**src/rtl/pe_status_pkg.sv**
```systemverilog
package pe_status_pkg;

  typedef enum logic [2:0] {
    ST_IDLE   = 3'd0,
    ST_PROG   = 3'd1,
    ST_ERASE  = 3'd2,
    ST_PSEUDO = 3'd3,
    ST_FAIL   = 3'd4
  } op_state_e;

  // status byte layout, decoded by host software
  localparam int unsigned BIT_POLL = 7;
  localparam int unsigned BIT_TOG  = 6;
  localparam int unsigned BIT_ERR  = 5;
  localparam int unsigned BIT_WIN  = 3;

endpackage

```
**src/rtl/pe_win_timer.sv**
```systemverilog
module pe_win_timer #(
  parameter int unsigned LEN = 16
) (
  input  logic clk,
  input  logic rst_n,
  input  logic start,
  input  logic abort,
  output logic running,
  output logic expire
);
  localparam int unsigned CW = (LEN < 2) ? 1 : $clog2(LEN);

  logic [CW-1:0] cnt_q;
  logic          run_q;

  assign running = run_q;
  assign expire  = run_q && (cnt_q == CW'(LEN - 1));

  always_ff @(posedge clk or negedge rst_n) begin
    if (!rst_n) begin
      run_q <= 1'b0;
      cnt_q <= '0;
    end else if (start) begin
      run_q <= 1'b1;
      cnt_q <= '0;
    end else if (abort || expire) begin
      run_q <= 1'b0;
    end else if (run_q) begin
      cnt_q <= cnt_q + 1'b1;
    end
  end

  // a running window only stops by expiry or abort
  p_run_hold_r6: assert property (@(posedge clk) disable iff (!rst_n)
    (run_q && !start && !abort && !expire) |=> run_q);

endmodule

```
**src/rtl/pe_op_ctrl.sv**
```systemverilog
module pe_op_ctrl
  import pe_status_pkg::*;
(
  input  logic      clk,
  input  logic      rst_n,
  input  logic      start_prog,
  input  logic      start_serase,
  input  logic      start_berase,
  input  logic      tgt_prot,
  input  logic      prog_d7,
  input  logic      op_done,
  input  logic      op_fail,
  input  logic      err_clr,
  input  logic      pseudo_exp,
  output op_state_e state,
  output logic      is_prog,
  output logic      d7_q,
  output logic      restart,
  output logic      pseudo_start,
  output logic      win_start,
  output logic      win_abort
);
  op_state_e st_q, st_d;
  logic      prog_q, bit7_q;
  logic      go_p, go_se, go_be, idle;

  assign idle  = (st_q == ST_IDLE);
  assign go_p  = start_prog;
  assign go_se = !start_prog && start_serase;
  assign go_be = !start_prog && !start_serase && start_berase;

  always_comb begin
    st_d = st_q;
    unique case (st_q)
      ST_IDLE: begin
        if (go_p && !tgt_prot)                st_d = ST_PROG;
        else if ((go_se || go_be) && !tgt_prot) st_d = ST_ERASE;
        else if ((go_se || go_be) && tgt_prot)  st_d = ST_PSEUDO;
      end
      ST_PROG, ST_ERASE: begin
        if (op_fail)      st_d = ST_FAIL;
        else if (op_done) st_d = ST_IDLE;
      end
      ST_PSEUDO: if (pseudo_exp) st_d = ST_IDLE;
      ST_FAIL:   if (err_clr)    st_d = ST_IDLE;
      default:   st_d = ST_IDLE;
    endcase
  end

  assign restart      = idle && (st_d != ST_IDLE);
  assign pseudo_start = idle && (st_d == ST_PSEUDO);
  assign win_start    = idle && go_se;
  assign win_abort    = (!idle && start_serase) ||
                        (((st_q == ST_ERASE) || (st_q == ST_PSEUDO)) && (st_d != st_q));

  always_ff @(posedge clk or negedge rst_n) begin
    if (!rst_n) begin
      st_q   <= ST_IDLE;
      prog_q <= 1'b0;
      bit7_q <= 1'b0;
    end else begin
      st_q <= st_d;
      if (restart) begin
        prog_q <= (st_d == ST_PROG);
        bit7_q <= prog_d7;
      end
    end
  end

  assign state   = st_q;
  assign is_prog = prog_q;
  assign d7_q    = bit7_q;

  // protected program leaves the block idle
  p_prot_prog_r8: assert property (@(posedge clk) disable iff (!rst_n)
    (st_q == ST_IDLE && start_prog && tgt_prot) |=> (st_q == ST_IDLE));
  // a running program ignores new starts
  p_hold_prog_r11: assert property (@(posedge clk) disable iff (!rst_n)
    (st_q == ST_PROG && !op_done && !op_fail) |=> (st_q == ST_PROG));
  // error state holds until the clear command
  p_fail_sticky_r5: assert property (@(posedge clk) disable iff (!rst_n)
    (st_q == ST_FAIL && !err_clr) |=> (st_q == ST_FAIL));
  // pseudo-busy ignores the operation timer
  p_pseudo_deaf_r9: assert property (@(posedge clk) disable iff (!rst_n)
    (st_q == ST_PSEUDO && !pseudo_exp) |=> (st_q == ST_PSEUDO));

endmodule

```
**src/rtl/pe_status_mux.sv**
```systemverilog
module pe_status_mux
  import pe_status_pkg::*;
#(
  parameter int unsigned DATA_W = 8
) (
  input  logic              clk,
  input  logic              rst_n,
  input  op_state_e         state,
  input  logic              is_prog,
  input  logic              d7_q,
  input  logic              win_run,
  input  logic              restart,
  input  logic              rd_en,
  input  logic              sect_sel,
  input  logic [DATA_W-1:0] array_data,
  output logic [DATA_W-1:0] rd_data,
  output logic              ready
);
  logic tog_q;
  logic active;

  assign active = (state != ST_IDLE);

  always_ff @(posedge clk or negedge rst_n) begin
    if (!rst_n)                          tog_q <= 1'b0;
    else if (restart)                    tog_q <= 1'b0;
    else if (active && rd_en && sect_sel) tog_q <= ~tog_q;
  end

  always_comb begin
    if (!active) begin
      rd_data = array_data;
    end else begin
      rd_data           = '0;
      rd_data[BIT_POLL] = is_prog ? ~d7_q : 1'b0;
      rd_data[BIT_TOG]  = tog_q;
      rd_data[BIT_ERR]  = (state == ST_FAIL);
      rd_data[BIT_WIN]  = is_prog ? 1'b0 : ~win_run;
    end
  end

  assign ready = !((state == ST_PROG) || (state == ST_ERASE) || (state == ST_PSEUDO));

  // each selected read during a status phase flips the toggle bit
  p_tog_flip_r4: assert property (@(posedge clk) disable iff (!rst_n)
    (active && rd_en && sect_sel) |=> (tog_q != $past(tog_q)));

endmodule

```
**src/rtl/pe_status_gen.sv**
```systemverilog
module pe_status_gen
  import pe_status_pkg::*;
#(
  parameter int unsigned DATA_W     = 8,
  parameter int unsigned WIN_CYC    = 12500,
  parameter int unsigned PSEUDO_CYC = 12500
) (
  input  logic              clk,
  input  logic              rst_n,
  input  logic              start_prog,
  input  logic              start_sect_erase,
  input  logic              start_bulk_erase,
  input  logic              tgt_protected,
  input  logic              prog_bit7,
  input  logic              op_done,
  input  logic              op_fail,
  input  logic              err_clear,
  input  logic              rd_en,
  input  logic              sect_sel,
  input  logic [DATA_W-1:0] array_data,
  output logic [DATA_W-1:0] rd_data,
  output logic              ready
);
  op_state_e state;
  logic is_prog, d7_q, restart;
  logic pseudo_start, pseudo_exp, pseudo_run;
  logic win_start, win_abort, win_run, win_exp;

  pe_op_ctrl u_ctrl (
    .clk          (clk),
    .rst_n        (rst_n),
    .start_prog   (start_prog),
    .start_serase (start_sect_erase),
    .start_berase (start_bulk_erase),
    .tgt_prot     (tgt_protected),
    .prog_d7      (prog_bit7),
    .op_done      (op_done),
    .op_fail      (op_fail),
    .err_clr      (err_clear),
    .pseudo_exp   (pseudo_exp),
    .state        (state),
    .is_prog      (is_prog),
    .d7_q         (d7_q),
    .restart      (restart),
    .pseudo_start (pseudo_start),
    .win_start    (win_start),
    .win_abort    (win_abort)
  );

  pe_win_timer #(.LEN(WIN_CYC)) u_win (
    .clk     (clk),
    .rst_n   (rst_n),
    .start   (win_start),
    .abort   (win_abort),
    .running (win_run),
    .expire  (win_exp)
  );

  pe_win_timer #(.LEN(PSEUDO_CYC)) u_pseudo (
    .clk     (clk),
    .rst_n   (rst_n),
    .start   (pseudo_start),
    .abort   (1'b0),
    .running (pseudo_run),
    .expire  (pseudo_exp)
  );

  pe_status_mux #(.DATA_W(DATA_W)) u_mux (
    .clk        (clk),
    .rst_n      (rst_n),
    .state      (state),
    .is_prog    (is_prog),
    .d7_q       (d7_q),
    .win_run    (win_run),
    .restart    (restart),
    .rd_en      (rd_en),
    .sect_sel   (sect_sel),
    .array_data (array_data),
    .rd_data    (rd_data),
    .ready      (ready)
  );

  // a second sector-erase command during erase closes the window
  p_win_close_r7: assert property (@(posedge clk) disable iff (!rst_n)
    (state == ST_ERASE && start_sect_erase && win_run) |=> !win_run);
  // the pseudo-busy timer runs only while pseudo-busy
  p_pseudo_busy_r9: assert property (@(posedge clk) disable iff (!rst_n)
    pseudo_run |-> !ready);

endmodule

```
**config.mk**
```make
export PLATFORM = sky130hd
export DESIGN_NAME = pe_status_gen
export DESIGN_NICKNAME = d
export VERILOG_FILES = /design/src/rtl/pe_status_pkg.sv /design/src/rtl/pe_win_timer.sv /design/src/rtl/pe_op_ctrl.sv /design/src/rtl/pe_status_mux.sv /design/src/rtl/pe_status_gen.sv
export SDC_FILE = /design/constraint.sdc
export NUM_CORES = 1
export LEC_CHECK = 0
export ABC_CLOCK_PERIOD_IN_PS = 3770
export BUFFER_PORTS_ARGS = -buffer_cell sky130_fd_sc_hd__buf_2
export CAP_MARGIN = 20
export CELL_PAD_IN_SITES_DETAIL_PLACEMENT = 0
export CELL_PAD_IN_SITES_GLOBAL_PLACEMENT = 2
export CORE_MARGIN = 2
export CORE_UTILIZATION = 36
export DETAILED_ROUTE_END_ITERATION = 8
export GPL_ROUTABILITY_DRIVEN = 1
export PLACE_DENSITY = 0.79
export SYNTH_ARGS = -nofsm -noshare
export SYNTH_HDL_FRONTEND = slang
export SYNTH_HIERARCHICAL = 1
export SYNTH_SLANG_ARGS = --single-unit
```
**constraint.sdc**
```tcl
create_clock -name clk -period 3.77 [get_ports clk]
set_clock_uncertainty 0.2 [all_clocks]
set_input_delay 0.377 -clock clk [delete_from_list [all_inputs] [get_ports clk]]
set_output_delay 0.377 -clock clk [all_outputs]
set_load 0.05 [all_outputs]
```
* Yosys cells after proc, flatten, opt, wreduce, memory -nomap -nowiden
Index checks and enable logic that the tools add are counted.
** Word-level totals
- Bits in writable memories :: 0
- Memories :: 0
- Register bits after elaboration :: 36
- Bits of input ports :: 20
- Latch bits :: 0
- Logic and storage cells :: 84
- Output and inout port bits :: 9
- Bits in read-only memories :: 0
** Cells by class
- $mul :: 0
- Bitwise logic cells :: 3
- Equal/unequal tests :: 11
- Shift-type cells :: 0
- Reductions and logical operators :: 37
- $lt $le $gt $ge :: 0
- Add/sub/neg operators :: 2
- Divide/modulo/power cells :: 0
- Mux-type cells :: 23
** Operators with widths (number)
- two-way mux 14 bit :: 6
- adder 14 x 1 -> 14 bit, second input constant :: 2
- == test 14 bit, second input constant :: 2
- two-way mux 3 bit :: 7
- logical AND 1 bit :: 15
- one-hot mux 3 bit (4 select lines) :: 1
- nonzero test 2 bit :: 5
- == test 3 x 2 -> 1 bit, second input constant :: 3
- two-way mux 1 bit :: 8
- two-way mux 8 bit :: 1
- == test 3 x 1 -> 1 bit, second input constant :: 2
- logical OR 1 bit :: 6
- nonzero test 3 bit :: 2
- logical NOT 1 bit :: 5
- inequality test 2 bit, second input constant :: 2
- AND reduction 2 bit :: 2
- == test 3 bit, second input constant :: 1
- logical NOT 3 bit :: 1
- inequality test 3 bit :: 1
- inverter 1 bit :: 3
- OR reduction 2 bit :: 1

* Logic depth before layout (Yosys ltp)
- Word-level depth :: 15
- Mapped depth :: 13
- Mapped depth without buffers :: 12

* By module
The synthesis kept the hierarchy.
** Modules (own cells, without submodules)
- pe_win_timer :: cells an instance 87, area an instance 823.3 um^2, sequential area each 375.4 um^2, times used 2
- pe_op_ctrl :: cells an instance 46, area an instance 399.1 um^2, sequential area each 125.1 um^2, times used 1
- pe_status_mux :: cells an instance 18, area an instance 156.4 um^2, sequential area each 25.0 um^2, times used 1
- pe_status_gen :: cells an instance 1, area an instance 3.8 um^2, sequential area each 0.0 um^2, times used 1

* Least setup slack after synthesis
No wires, ideal clock.
- Path kind :: flip-flop to flip-flop
- Start point :: reg u_pseudo.cnt_q[0]
- End point :: reg u_win.cnt_q[3]
- Path buffers :: 1
- Setup slack :: 755 ps
- Arrival :: 2737 ps
- Period minus slack after synthesis :: 3015 ps
- Data required time :: 3492 ps
- Stages on the path, launching flop included :: 13
- Setup time :: 78 ps
- Cell sequence :: dfrtp_1 > ha_1 > nor4bb_1 > and4_4 > and2_2 > and2b_2 > a311oi_1 > or3_1 > a2bb2oi_1 > nand2b_1 > clkbuf_1 > or3_2 > a21oi_1
** Between the ends
- Longest elaborated chain between the ends :: 10
** Ends and longest elaborated chain
- start: declaration :: line pe_win_timer.sv:13 : logic [CW-1:0] cnt_q;
- start signal: assignment :: line pe_win_timer.sv:29 : cnt_q <= cnt_q + 1'b1;
- == test 14 bit :: line pe_win_timer.sv:17 : assign expire = run_q && (cnt_q == CW'(LEN - 1));
- logical AND 1 bit :: line pe_win_timer.sv:17
- via pseudo_exp :: line pe_status_gen.sv:26 : logic pseudo_start, pseudo_exp, pseudo_run;
- two-way mux 3 bit :: line pe_op_ctrl.sv:44 : ST_PSEUDO: if (pseudo_exp) st_d = ST_IDLE;
- one-hot mux 3 bit (4 select lines) :: line pe_op_ctrl.sv:34 : unique case (st_q)
- inequality test 3 bit :: line pe_op_ctrl.sv:54 : (((st_q == ST_ERASE) || (st_q == ST_PSEUDO)) && (st_d != st_q));
- logical AND 1 bit :: line pe_op_ctrl.sv:54
- logical OR 1 bit :: line pe_op_ctrl.sv:53 : assign win_abort = (!idle && start_serase) ||
- via win_abort :: line pe_status_gen.sv:27 : logic win_start, win_abort, win_run, win_exp;
- logical OR 1 bit :: line pe_win_timer.sv:26 : end else if (abort || expire) begin
- inequality test 2 bit (no line)
- AND reduction 2 bit (no line)
- end signal: assignment :: line pe_win_timer.sv:29
- end: declaration :: line pe_win_timer.sv:13
The timed path passes the listed nets, and every way through them passes these cells.
A chain may end at the register's enable or synchronous reset.

* Worst setup path after layout
Ends and elaborated chain as after synthesis.

==> impl_metrics.ini <==
[floorplanning]
pin_count = 29
fp.dieW_um = 82.1
core-area_um2 = 5920
dieArea_um2 = 6750
die_y_um = 82.1
initial_utilization_pct = 37.1
row_count = 28

[routing]
ant_nets = 0
drt_iter0_markers = 77
wl_per_cell_um = 13.7
drc = 0
vias = 1780
viasPerCell = 5.20
wl_um = 4680
dr.pass1.iters = 4

[timing]
maxSlewViolCount = 0
setup_viol = 0
min_period_over_period_pct = 85.2
tightest_slew_ns = 0.828
hold_ws_ns = -0.0100
final-hold-violation-count = 15
slew_headroom_pct = 44.8
rsz0062_at_grt = false
min_period_ns = 3.21
max_freq_ghz = 0.311
setup_tns_ns = 0

[clocking]
post_cts_resized = 0
cts_sinks = 36
ctsHoldBuffers = 0
htreeDepth = 2
worstSkewPairLatency_ns = 0.28
cts_tree = done
clk_pin_slew_ns = 0.07
cts_buffer_depth = 2
postCtsSetupRepairBufs = 0
numCtsBuffers = 5
root_buffer = clkbuf_8

[placement]
dp_hpwl_um = 3370
place_area_um2 = 2380
gp_congestion = 0.765
io_buffers = 28

[setup_path]
r2r-end = u_win/cnt_q[3]$_DFFE_PN0P_
cp.required_ns = 3.78
slowest_delay_ns = 0.50
r2r_slack_ns = 0.56
endpoint_kind = flop
path_cells = ha_1 -> nor4bb_1 -> and4_4 -> and2_2 -> and2b_2 -> a311oi_1 -> or3_1 -> a2bb2oi_1 -> nand2b_1 -> or3_2 -> a21oi_1
path_delay_family = simple AND/OR/NAND/NOR gates
r2r_cells = 11
crit_slowest_cell = or3_2
crit_cells = 11
critPathLaunchType = flop
arrival_ns = 3.22
rr_startpoint = u_pseudo/cnt_q[0]$_DFFE_PN0P_
crit_end = u_win/cnt_q[3]$_DFFE_PN0P_
path_buf_inv = 0
critPathMaxFanout = 10
worstSetupStartpoint = u_pseudo/cnt_q[0]$_DFFE_PN0P_
crit_type = reg -> reg

[cells_and_area]
post_route_cells_drive_above_1_share_pct = 21.0
fin_area_um2 = 2470
num_antenna_cells = 0
area_growth_pct = 12.6
finalNetCount = 288

[pwr]
power.density_nw_per_um2 = 584
ir_drop_mv = 0.365
leakage_nw = 1.02
report.power.total_mw = 1.45

[global_routing]
grt_use_total_pct = 15.3
grt-busiest-layer = met2
gr-usage-met1_pct = 19.2
grt_pass1_wl_um = 7910
use_met3_pct = 3.26
grt_pass1_vias = 1713
antenna_found_initial = 0
grt_max_degree = 37
globalRouteMet2Util_pct = 26.3
overflow = 0

[run]
maxCapViolCount = 0

[yosys]
yosysWarnings = 6
syn_avg_cell_area_um2 = 9.24
synthCells = 238
syn-cell-area_um2 = 2200

[outcome]
violations = hold timing
status = finished, violations left

[worst_hold_path]
hp-class = in -> async
## report_power, final
group,internal (mW),switching (mW),total [mW],leakage (nW)
Combinational,0.223,0.383,0.606,0.488
Clock,0.149,0.134,0.283,0.0455
Sequential,0.449,0.108,0.557,0.487
## flip-flops by register name, indices dropped and copies added, names as in the netlist
register and count:
u_ctrl/d7_q 1, u_mux/tog_q 1, u_pseudo/cnt_q 14, u_win/cnt_q 14, u_win/running 1, u_ctrl/is_prog 1
u_ctrl/state 3, u_pseudo/running 1
## cell usage in the layout, fill, tap and decap left out, types with 2 or more instances in the layout
master / instances
a21oi_1: 13
and2_1: 4
and4_1: 4
and4_4: 2
and4b_1: 2
buf_2: 28
buf_4: 2
clkbuf_1: 2
clkbuf_8: 6
conb_1: 3
dfrtp_1: 36
ha_1: 2
inv_1: 6
mux2_2: 6
nand2_1: 10
nand2b_1: 6
nand3_1: 10
nand3b_1: 4
nand4_1: 4
nor2_1: 31
nor2b_1: 6
nor3_1: 10
nor3b_1: 3
nor4_1: 6
nor4bb_1: 2
o21ai_0: 10
o31ai_1: 4
or2_2: 3
or3_1: 4
or3_2: 3
or4_1: 4
xnor2_1: 14
xor2_1: 2
## through the flow
stage	hold slack, ns	std cells	setup WS [ns]	util (%)
2_1_floorplan	-0.119	240	0.755	-
3_3_place_gp	0.298	334	0.589	40.3
3_5_place_dp	0.301	334	0.570	40.3
4_1_cts	0.0147	342	0.555	41.8
5_1_grt	0.0366	342	0.311	41.8
6_report	-0.0100	342	0.558	41.8
## routing by layer
layer  wire length (um)  part of all wire [%]  vias to the layer above
met2               2220                    48                       30
met1               2240                    48                      842
met5                  0                     0                        -
met3                183                   3.9                        4
met4                 36                  0.77                        0
li1                   -                     -                      904
## worst min path at each step
stage,start,endpoint,slack [ns]
floorplan,rst_n,u_ctrl/d7_q$_DFFE_PN0P_,-0.12
global placement,u_ctrl/d7_q$_DFFE_PN0P_,u_ctrl/d7_q$_DFFE_PN0P_,0.30
detailed placement,u_ctrl/d7_q$_DFFE_PN0P_,u_ctrl/d7_q$_DFFE_PN0P_,0.30
CTS,rst_n,u_win/cnt_q[1]$_DFFE_PN0P_,0.01
global route,rst_n,u_win/cnt_q[13]$_DFFE_PN0P_,0.04
finish,rst_n,u_win/cnt_q[13]$_DFFE_PN0P_,-0.01
## cell type report
type	instances	area, um2
sequential	36	901
tap	75	93.8
clock buffer	8	90.1
fill	603	3450
multi-input combinational	187	1210
inverter	6	22.5
timing repair buffer	30	155
Note: power is estimated with default switching activity, not from simulation.
